## src/rtl/xmon_gate.sv

```systemverilog
module xmon_gate #(
  parameter int N_MST     = 4,
  parameter int ADDR_W    = 32,
  parameter int GRAN_BITS = 2,
  parameter int MID_W     = (N_MST > 1) ? $clog2(N_MST) : 1
) (
  input  logic              clk,
  input  logic              rst_n,
  input  logic              xfer_vld,
  input  logic              xfer_wr,
  input  logic              xfer_excl,
  input  logic [MID_W-1:0]  xfer_mid,
  input  logic [ADDR_W-1:0] xfer_addr,
  output logic              excl_okay,
  output logic              excl_fail,
  output logic              mem_we,
  output logic [ADDR_W-1:0] mem_addr
);
  localparam int TAG_W = ADDR_W - GRAN_BITS;

  logic [N_MST-1:0] rsv_v;
  logic [TAG_W-1:0] rsv_tag [N_MST];
  logic [TAG_W-1:0] cur_tag;
  logic             own_hit;
  logic             is_xw, is_xr, commit;

  assign cur_tag = xfer_addr[ADDR_W-1:GRAN_BITS];
  assign is_xw   = xfer_vld & xfer_wr & xfer_excl;
  assign is_xr   = xfer_vld & ~xfer_wr & xfer_excl;

  always_comb begin
    own_hit = 1'b0;
    for (int i = 0; i < N_MST; i++)
      if (xfer_mid == MID_W'(i) && rsv_v[i] && rsv_tag[i] == cur_tag) own_hit = 1'b1;
  end

  assign excl_fail = is_xw & ~own_hit;
  assign excl_okay = is_xr | (is_xw & own_hit);
  assign commit    = xfer_vld & xfer_wr & ~excl_fail;

  always_ff @(posedge clk or negedge rst_n) begin
    if (!rst_n) begin
      rsv_v    <= '0;
      mem_we   <= 1'b0;
      mem_addr <= '0;
    end else begin
      mem_we <= commit;
      if (commit) mem_addr <= xfer_addr;
      for (int i = 0; i < N_MST; i++) begin
        if (commit && rsv_tag[i] == cur_tag) rsv_v[i] <= 1'b0;
        if (xfer_mid == MID_W'(i) && is_xw) rsv_v[i] <= 1'b0;
        if (xfer_mid == MID_W'(i) && is_xr) rsv_v[i] <= 1'b1;
      end
    end
  end

  always_ff @(posedge clk) begin
    for (int i = 0; i < N_MST; i++)
      if (xfer_mid == MID_W'(i) && is_xr) rsv_tag[i] <= cur_tag;
  end

  // flags exclusive and only on completed exclusive transfers
  always_comb begin
    if (rst_n) p_flags_onehot_r11: assert (!(excl_okay && excl_fail));
  end

  p_flags_need_excl_r11: assert property (@(posedge clk) disable iff (!rst_n)
    (excl_okay || excl_fail) |-> (xfer_vld && xfer_excl));

  p_fail_blocks_we_r10: assert property (@(posedge clk) disable iff (!rst_n)
    excl_fail |=> !mem_we);

  p_pass_sets_we_r10: assert property (@(posedge clk) disable iff (!rst_n)
    (excl_okay && xfer_wr) |=> (mem_we && mem_addr == $past(xfer_addr)));

  p_we_from_write_r10: assert property (@(posedge clk) disable iff (!rst_n)
    mem_we |-> $past(xfer_vld && xfer_wr));
endmodule

```

## config.mk

```make
export PLATFORM = sky130hd
export DESIGN_NAME = xmon_gate
export DESIGN_NICKNAME = d
export VERILOG_FILES = /design/src/rtl/xmon_gate.sv
export SDC_FILE = /design/constraint.sdc
export NUM_CORES = 1
export LEC_CHECK = 0
export ABC_AREA = 1
export BUFFER_PORTS_ARGS = -buffer_cell sky130_fd_sc_hd__buf_2
export CORE_AREA = 2 2 89 134
export DETAILED_ROUTE_END_ITERATION = 10
export DIE_AREA = 0 0 91 136
export PLACE_DENSITY = 0.84
export SLEW_MARGIN = 15
export SYNTH_ARGS = -nofsm -noshare
export SYNTH_HDL_FRONTEND = slang
export SYNTH_SLANG_ARGS = --single-unit
```

## constraint.sdc

```tcl
create_clock -name clk -period 3.5 [get_ports clk]
set_clock_uncertainty 0.15 [all_clocks]
set_input_delay 0 -clock clk [delete_from_list [all_inputs] [get_ports clk]]
set_output_delay 0 -clock clk [all_outputs]
set_load 0.005 [all_outputs]
```

==> flow_summary.toml, run 1 <==
[placement]
place_ws_ns = 1.22
placed_cell_area_um2 = 7380
dpl.hpwl_um = 9190
place_congestion = 0.903
io_buffers = 73

[global_routing]
grt_max_degree = 46
grt_pass1_wl_um = 23100
grt_pass1_vias = 4754
grt_overflow = 0
grtUsageTotal = 0.246
antenna_found_initial = 0

[worst_setup_path]
cp_common_cell = "nand2_1"
r2r_cells = 13
critPathLaunchType = "primary input"
r2r_end = "mem_addr[30]$_DFFE_PN0P_"
rrSetupSlack_ns = 1.14
max_stage_delay_ns = 0.57
worstSetupEndpointType = "flop"
criticalPathCategory = "in2reg"
reg2reg_from = "rsv_tag[1][10]$_DFFE_PP_"
path_cells = "dlygate4sd3_1 > buf_2 > nand2_1 > dlygate4sd3_1 > inv_1 > nand2_1 > inv_1 > a31oi_1 > dlygate4sd3_1 > nand2_1 > nand2_1"
slowest_stage = "dlygate4sd3_1"
critPathMaxFanout = 6
crit_required_ns = 3.65
crit_arrival_ns = 2.64

[die]
rows = 48
die_h_um = 136
initial_core_util = 0.617
dieArea_um2 = 12400
top_level_ports = 74
die_w_um = 91
core_area_um2 = 11300

[final_layout]
finalInstanceArea_um2 = 8430
drive_gt1_frac = 0.179
syn2layout_area_growth_pct = 21.0
antenna_cells = 0
fin_util = 0.746
finalNetCount = 764

[synth]
synth_top_cells_by_count = "nand2_1, edfxtp_1, xnor2_1"
synth_ff_type = "edfxtp_1"
syn_inst = 621
synth_most_common_cell = "nand2_1"
synthesis.area_um2 = 6970
synthesis.nets = 660
yosys_warnings = 0
synthTopCellsByArea = "edfxtp_1, dfrtp_1, xnor2_1, nand2_1, nor2_1"
post-synth-top-area-cell = "edfxtp_1"
yosys.area.top_type_share = 0.517
synth_edf_count = 120
avgSynthCellArea_um2 = 11.2
synthArstFlopShare = 0.236
synth-seq-cells = 157
ys_types = 24
yosysSeqAreaShare = 0.650

[job]
cap_violations = 0

[timing]
finalSetupViolations = 0
rsz0062_at_grt = "no"
min_period_ns = 2.48
holdWs_ns = 0.0922
slew_headroom = 0.391
maxSlewViolCount = 0
tightest_slew_ns = 0.912
post-route-period-util = 0.709
timing_hold_violations_final = 0
max_clock_freq_mhz = 403
setup_slack_ns = 1.02
fin_tns_setup_ns = 0

[cts]
cts-root-buf = "clkbuf_16"
cts_tree = "done"
clock_path_buffers = 2
clk_latency_ns = 0.42
cts_resized = 0
cts_setup_buffers = 0
numCtsBuffers = 17
cts_num_sinks = 157
htreeDepth = 4
clkTransAtPathRegs_ns = 0.06
cts_hold_buf = 39

[worst_hold_path]
hp-class = "in2async"

[route]
met1_length_um = 5550
drc_errors = 0
routed_wl_um = 14200
highest_layer = "met4"
met3_length_um = 746
antenna_left = 0
drt-pass1-iter-count = 6
vias = 4614
drt_iter0_markers = 305
routed-wl-met2_um = 7530
drt-wirelength-per-cell_um = 16.0
viasPerCell = 5.20

[power]
p_per_area_nw_per_um2 = 537
p_leak_nw = 3.43
peakVddDrop_mv = 0.435

[outcome]
status = "finished, final reports clean"
## cell type report
cell class / count / area (um2)
clock buffers: 24 / 558
fillers: 735 / 2860
repair buffers: 116 / 798
flip-flops and latches: 157 / 4530
inverters: 44 / 168
multi-input cells: 389 / 2090
well taps: 150 / 188
clock inverters: 8 / 95.1
## how the worst max path moves through the flow
stage	start	endpoint	cells past startpoint	slack (ns)
2_1_floorplan	xfer_mid[1]	rsv_tag[2][0]$_DFFE_PP_	4	1.41
3_3_place_gp	rsv_tag[3][18]$_DFFE_PP_	mem_addr[30]$_DFFE_PN0P_	13	1.33
3_5_place_dp	rsv_tag[0][20]$_DFFE_PP_	mem_addr[4]$_DFFE_PN0P_	13	1.22
4_1_cts	xfer_wr	rsv_v[3]$_DFFE_PN0P_	11	1.15
5_1_grt	rsv_tag[1][10]$_DFFE_PP_	mem_addr[7]$_DFFE_PN0P_	13	0.88
6_report	xfer_wr	rsv_v[3]$_DFFE_PN0P_	11	1.02
## flip-flops by register name, indices dropped and copies added, names as in the netlist
register,count
mem_addr,32
mem_we,1
rsv_v,4
rsv_tag,120
## power breakdown
| part | leakage (nW) | switching [W] | internal, W |
|---|---|---|---|
| Clock | 0.318 | 0.000696 | 0.00126 |
| Combinational | 1.57 | 0.000237 | 0.000185 |
| Sequential | 1.54 | 0.0000491 | 0.00210 |
## cells by family (layout without fill, tap and decap cells)
| logic type | count (synthesis) | count (layout) | share of synthesized area |
|---|---|---|---|
| XOR/XNOR | 103 | 103 | 0.129 |
| AO/OA/AOI/OAI | 17 | 17 | 0.0126 |
| AND/OR/NAND/NOR | 269 | 269 | 0.157 |
| buffers and inverters | 75 | 192 | 0.0512 |
| flip-flops | 157 | 157 | 0.650 |
## critical path, delay by kind of cell
family	cells	cell delay (ns)
simple gates	4	0.29
compound gates	1	0.11
buf+inv	6	2.22
## metal layers
layer,up-vias,GRT usage
met3,38,0.0599
met1,2222,0.281
met2,167,0.442
met4,0,0.0993
li1,2187,-
met5,-,0
## placed cells by master, fill, tap and decap left out, drive strengths merged, types with 18 or more instances in the layout
master	Yosys	routed
buf	29	77
clkbuf	2	24
dfrtp	37	37
dlygate4sd3	0	39
edfxtp	120	120
inv	44	44
nand2	194	194
nor2	56	56
xnor2	85	85
xor2	18	18
## per-stage QoR
stage               power (W)  std cells
finish                0.00453        888
global placement      0.00255        817
detailed placement    0.00257        817
CTS                   0.00455        888
global route          0.00468        888
floorplan             0.00242        621
(Power assumes the default switching activity.)
==> inputs of run 2 (changes only) <==
--- a/config.mk
+++ b/config.mk
@@ -7,10 +7,10 @@
 export LEC_CHECK = 0
 export ABC_AREA = 1
 export BUFFER_PORTS_ARGS = -buffer_cell sky130_fd_sc_hd__buf_2
-export CORE_AREA = 2 2 89 134
+export CORE_AREA = 2 2 97 146
 export DETAILED_ROUTE_END_ITERATION = 10
-export DIE_AREA = 0 0 91 136
-export PLACE_DENSITY = 0.84
+export DIE_AREA = 0 0 99 148
+export PLACE_DENSITY = 0.75
 export SLEW_MARGIN = 15
 export SYNTH_ARGS = -nofsm -noshare
 export SYNTH_HDL_FRONTEND = slang
==> constraint.sdc (replaced) <==
create_clock -name clk -period 1.99 [get_ports clk]
set_clock_uncertainty 0.15 [all_clocks]
set_input_delay 0 -clock clk [delete_from_list [all_inputs] [get_ports clk]]
set_output_delay 0 -clock clk [all_outputs]
set_load 0.005 [all_outputs]
==> flow_summary.toml, run 2 (same netlist as run 1, synthesis figures left out) <==
[worst_hold_path]
min-delay-start = "xfer_excl"
hp-class = "in2reg"
hold_path_end = "rsv_v[2]$_DFFE_PN0P_"
hold_depth = 6

[worst_setup_path]
reg2reg_from = "rsv_tag[0][27]$_DFFE_PP_"
cp_top_family = "simple AND/OR/NAND/NOR gates"
critPathBufInv = 3
rrSetupSlack_ns = -0.21
worstSetupEndpointType = "flop"
startpoint = "rsv_tag[0][27]$_DFFE_PP_"
critPathMaxFanout = 11
critPathLaunchType = "flop"
crit_arrival_ns = 2.36
r2r_cells = 14
r2r_end = "mem_addr[17]$_DFFE_PN0P_"
path_cells = "xor2_1 > nor2_1 > nand3_1 > nor2_1 > nand3_1 > nand2_2 > nor2_4 > nand2_4 > buf_6 > nand2_8 > buf_12 > inv_16 > nand2_2 > nand2_1"
criticalPathCategory = "reg2reg"
max_stage_delay_ns = 0.40
crit_required_ns = 2.15
slowest_stage = "edfxtp_1"

[cts]
htreeDepth = 4
clk_latency_ns = 0.42
cts_tree = "done"
clock_path_buffers = 2
cts-root-buf = "clkbuf_16"
cts_num_sinks = 157
clkTransAtPathRegs_ns = 0.06
numCtsBuffers = 17

[route]
drc_errors = 0
drt-wirelength-per-cell_um = 18.1
viasPerCell = 5.14
antenna_left = 0
drt-pass1-iter-count = 5
routed_wl_um = 16700
drt_iter0_markers = 282
vias = 4733

[final_layout]
finalNetCount = 785
antenna_cells = 0
layout_commonest_cell = "nand2_1"
mostFrequentLayoutCells = "nand2_1, edfxtp_1, xnor2_1, buf_2, nor2_1"
largest_reg_flops = 120
largest_register = "rsv_tag"
syn2layout_area_growth_pct = 27.4
top_regs = "rsv_tag (120), mem_addr (32), rsv_v (4)"
drive_gt1_frac = 0.248
finalInstanceArea_um2 = 8880

[global_routing]
antenna_found_initial = 0
grt_overflow = 0
grt_pass1_wl_um = 25400
grtUsageTotal = 0.233
grt_pass1_vias = 4905
grt_max_degree = 32

[die]
die_w_um = 99
initial_core_util = 0.522
dieArea_um2 = 14700
top_level_ports = 74
die_h_um = 148
core_area_um2 = 13300
rows = 52

[placement]
placed_cell_area_um2 = 7460
place_congestion = 0.891
dpl.hpwl_um = 8950
io_buffers = 73

[timing]
slew_headroom = 0.685
setup_slack_ns = -0.208
post-route-period-util = 1.10
rsz0062_at_grt = "yes"
finalSetupViolations = 39
fin_tns_setup_ns = -6.62
max_clock_freq_mhz = 455
tightest_slew_ns = 0.472
timing_hold_violations_final = 0
maxSlewViolCount = 0
min_period_ns = 2.20

[power]
peakVddDrop_mv = 0.603
p_leak_nw = 3.61
p_per_area_nw_per_um2 = 906

[outcome]
violations = "setup timing"
status = "finished with violations"

[job]
cap_violations = 0
-- run 2: cell types whose count changed in the layout (fill, tap and decap cells not counted), moves of 6 or more --
cell / delta
nor2_1: -6
nand2_2: +21
nand2_1: -22
o21ai_1: -6
o21ai_2: +6
buf_4: +6
-- run 2: cell type report --
cell class	count	area, um2
clock buffer	21	450
clock inverter	10	163
fill	935	4460
inverter	44	184
multi-input combinational	389	2240
sequential	157	4530
tap	162	203
timing repair buffer	136	1080
timing repair inverter	1	20.0
-- run 2: worst max path at each step --
stage	endpoint	slack (ns)	depth (start not counted)
finish	mem_addr[17]$_DFFE_PN0P_	-0.21	14
global route	mem_addr[25]$_DFFE_PN0P_	-0.32	14
CTS	excl_okay	-0.15	10
floorplan	rsv_tag[0][0]$_DFFE_PP_	-0.09	4
detailed placement	mem_addr[0]$_DFFE_PN0P_	-0.08	13
global placement	mem_addr[6]$_DFFE_PN0P_	0.02	13
-- run 2: worst register-to-register path, cell delays in order (launching register included) --
cell and delay (ns):
edfxtp_1 0.40, xor2_1 0.25, nor2_1 0.09, nand3_1 0.13, nor2_1 0.06, nand3_1 0.11
nand2_2 0.09, nor2_4 0.14, nand2_4 0.07, buf_6 0.13, nand2_8 0.12, buf_12 0.17
inv_16 0.06, nand2_2 0.06, nand2_1 0.05
-- run 2: where the power goes --
group | switching (W) | internal (W)
registers | 0.0000853 | 0.00370
logic | 0.000478 | 0.000399
clock network | 0.00125 | 0.00213
total | 0.00181 | 0.00623
-- run 2: per-stage QoR --
| stage | utilization | setup slack, ns | total power (W) | hold slack [ns] | cells |
|---|---|---|---|---|---|
| finish | 0.666 | -0.208 | 0.00804 | 0.0334 | 920 |
| global route | 0.666 | -0.323 | 0.00830 | 0.0231 | 920 |
| CTS | 0.658 | -0.149 | 0.00802 | 0.0124 | 921 |
| detailed placement | 0.560 | -0.0751 | 0.00452 | -0.101 | 836 |
| global placement | 0.560 | 0.0206 | 0.00449 | -0.112 | 836 |
| floorplan | - | -0.0908 | 0.00425 | -0.446 | 621 |
-- run 2: repair_timing --
action	4_1_cts	5_1_grt
endpoints found under the hold margin	193	0
pin swaps	10	8
hold buffers	45	0
buffers inserted	5	0
setup endpoints to repair	38	39
gates resized for setup	24	37
gates cloned	4	1
-- run 2: layer usage --
metal	global-route usage	vias to the layer above	wire (um)
met5	0	-	0
met4	0.114	0	672
met3	0.0534	43	841
met2	0.414	170	9000
met1	0.260	2287	6180
li1	-	2233	-
==> inputs of run 3 (changes only) <==
--- a/config.mk
+++ b/config.mk
@@ -7,10 +7,12 @@
 export LEC_CHECK = 0
 export ABC_AREA = 1
 export BUFFER_PORTS_ARGS = -buffer_cell sky130_fd_sc_hd__buf_2
-export CORE_AREA = 2 2 97 146
+export CELL_PAD_IN_SITES_DETAIL_PLACEMENT = 1
+export CELL_PAD_IN_SITES_GLOBAL_PLACEMENT = 1
+export CORE_AREA = 2 2 109 163
 export DETAILED_ROUTE_END_ITERATION = 10
-export DIE_AREA = 0 0 99 148
-export PLACE_DENSITY = 0.75
+export DIE_AREA = 0 0 111 165
+export PLACE_DENSITY_LB_ADDON = 0.1
 export SLEW_MARGIN = 15
 export SYNTH_ARGS = -nofsm -noshare
 export SYNTH_HDL_FRONTEND = slang
==> flow_summary.toml, run 3 (same netlist as run 1, synthesis figures left out) <==
[global_routing]
grt_pass1_wl_um = 28700
grt_overflow = 0
grt_max_degree = 38
grtUsageTotal = 0.209
antenna_found_initial = 0
grt_pass1_vias = 5086

[outcome]
violations = "setup timing"
status = "finished with violations"

[die]
dieArea_um2 = 18300
die_h_um = 165
rows = 58
top_level_ports = 74
initial_core_util = 0.416
die_w_um = 111
core_area_um2 = 16800

[final_layout]
top_regs = "rsv_tag (120), mem_addr (32), rsv_v (4)"
antenna_cells = 0
largest_register = "rsv_tag"
mostFrequentLayoutCells = "nand2_1, edfxtp_1, xnor2_1, buf_2, nor2_1"
fin_util = 0.534
fill_cells = 1806
finalNetCount = 786
layout_commonest_cell = "nand2_1"
drive_gt1_frac = 0.271
syn2layout_area_growth_pct = 28.6
largest_reg_flops = 120

[timing]
slew_headroom = 0.603
setup_slack_ns = -0.220
rsz0062_at_grt = "yes"
maxSlewViolCount = 0
max_clock_freq_mhz = 452
min_period_ns = 2.21
tightest_slew_ns = 0.595
holdWs_ns = 0.0322
post-route-period-util = 1.11
fin_tns_setup_ns = -7.41
timing_hold_violations_final = 0
finalSetupViolations = 39

[worst_setup_path]
slowest_stage = "edfxtp_1"
cp_top_family = "simple AND/OR/NAND/NOR gates"
criticalPathCategory = "reg2out"
critPathLaunchType = "flop"
worstSetupEndpointType = "primary output"
max_stage_delay_ns = 0.44
critPathMaxFanout = 2
path_depth = 10
path_cells = "xnor2_2 > nand2_1 > nor2_1 > nand2_1 > nor2_1 > nand3_1 > nand2_2 > nor2_4 > a21oi_2 > buf_2"
r2r_cells = 14
crit_required_ns = 1.84
crit_arrival_ns = 2.06
critPathBufInv = 1

[cts]
cts_num_sinks = 157
clock_path_buffers = 2
cts_tree = "done"
numCtsBuffers = 17
clk_latency_ns = 0.43
htreeDepth = 4
cts-root-buf = "clkbuf_16"
clkTransAtPathRegs_ns = 0.06

[route]
viasPerCell = 4.81
drt-wirelength-per-cell_um = 19.2
drt_iter0_markers = 151
highest_layer = "met4"
routed_wl_um = 18600
met3_length_um = 637
routed-wl-met2_um = 10200
drc_errors = 0
met1_length_um = 7430
drt-pass1-iter-count = 4
antenna_left = 0
vias = 4666

[power]
p_leak_nw = 3.62
peakVddDrop_mv = 0.553
p_per_area_nw_per_um2 = 877

[placement]
dpl.hpwl_um = 10600
io_buffers = 73
place_congestion = 0.769

[worst_hold_path]
hold_depth = 7
hp-class = "in2reg"

[job]
cap_violations = 0
-- run 3: what timing repair did --
| action | CTS | global route |
|---|---|---|
| gates resized for setup | 14 | 63 |
| pin swaps | 9 | 7 |
| setup endpoints to repair | 38 | 39 |
| gates cloned | 2 | 2 |
| hold buffers | 42 | 0 |
| hold endpoints to repair | 197 | 0 |
| buffers inserted | 2 | 1 |
-- run 3: final timing paths --
check                      slack (ns)                  endpoint                     start
setup reg to reg                -0.22  mem_addr[18]$_DFFE_PN0P_  rsv_tag[3][19]$_DFFE_PP_
hold reg to reg                  0.33  mem_addr[29]$_DFFE_PN0P_  mem_addr[29]$_DFFE_PN0P_
setup / recovery                -0.22                 excl_okay  rsv_tag[3][19]$_DFFE_PP_
hold / removal                   0.03      rsv_v[3]$_DFFE_PN0P_                  xfer_vld
min in group asynchronous        0.05   mem_addr[5]$_DFFE_PN0P_                     rst_n
max in group asynchronous        1.23      rsv_v[1]$_DFFE_PN0P_                     rst_n
-- run 3: routing by layer --
metal  GRT usage  vias to the layer above
met2       0.381                       86
li1            -                     2236
met1       0.246                     2324
met3      0.0455                       20
met5           0                        -
met4      0.0693                        0
-- run 3: worst register-to-register path: stages, from the launching register on --
cell       delay (ns)
edfxtp_1         0.44
xnor2_2          0.20
nand2_1          0.10
nor2_1           0.12
nand2_1          0.11
nor2_1           0.11
nand3_1          0.10
nand2_2          0.10
nor2_4           0.05
nand2_4          0.06
buf_6            0.11
nand2_8          0.11
clkbuf_16        0.22
nand2_2          0.06
o21ai_1          0.05
-- run 3: area by class of cell --
type | count | area [um2] | area share
tap | 210 | 263 | 0.0293
clock inverter | 9 | 113 | 0.0126
multi-input combinational | 389 | 2300 | 0.257
inverter | 44 | 173 | 0.0193
clock buffer | 23 | 458 | 0.0511
timing repair buffer | 138 | 1120 | 0.125
sequential | 157 | 4530 | 0.506
-- run 3: power breakdown --
| part | switching [W] | total [W] | leakage, nW | internal, W |
|---|---|---|---|---|
| registers | 0.0000895 | 0.00379 | 1.54 | 0.00370 |
| logic | 0.000489 | 0.000898 | 1.82 | 0.000408 |
| clock network | 0.00129 | 0.00317 | 0.264 | 0.00188 |
-- run 3: stage by stage --
stage	total power, W	cell area [um2]	std cells	worst slack (ns)
2_1_floorplan	0.00425	6970	621	-0.0908
3_3_place_gp	0.00452	7590	889	-0.00690
3_5_place_dp	0.00455	7590	889	-0.0922
4_1_cts	0.00785	8690	967	-0.234
5_1_grt	0.00816	8960	970	-0.351
6_report	0.00786	8960	970	-0.220
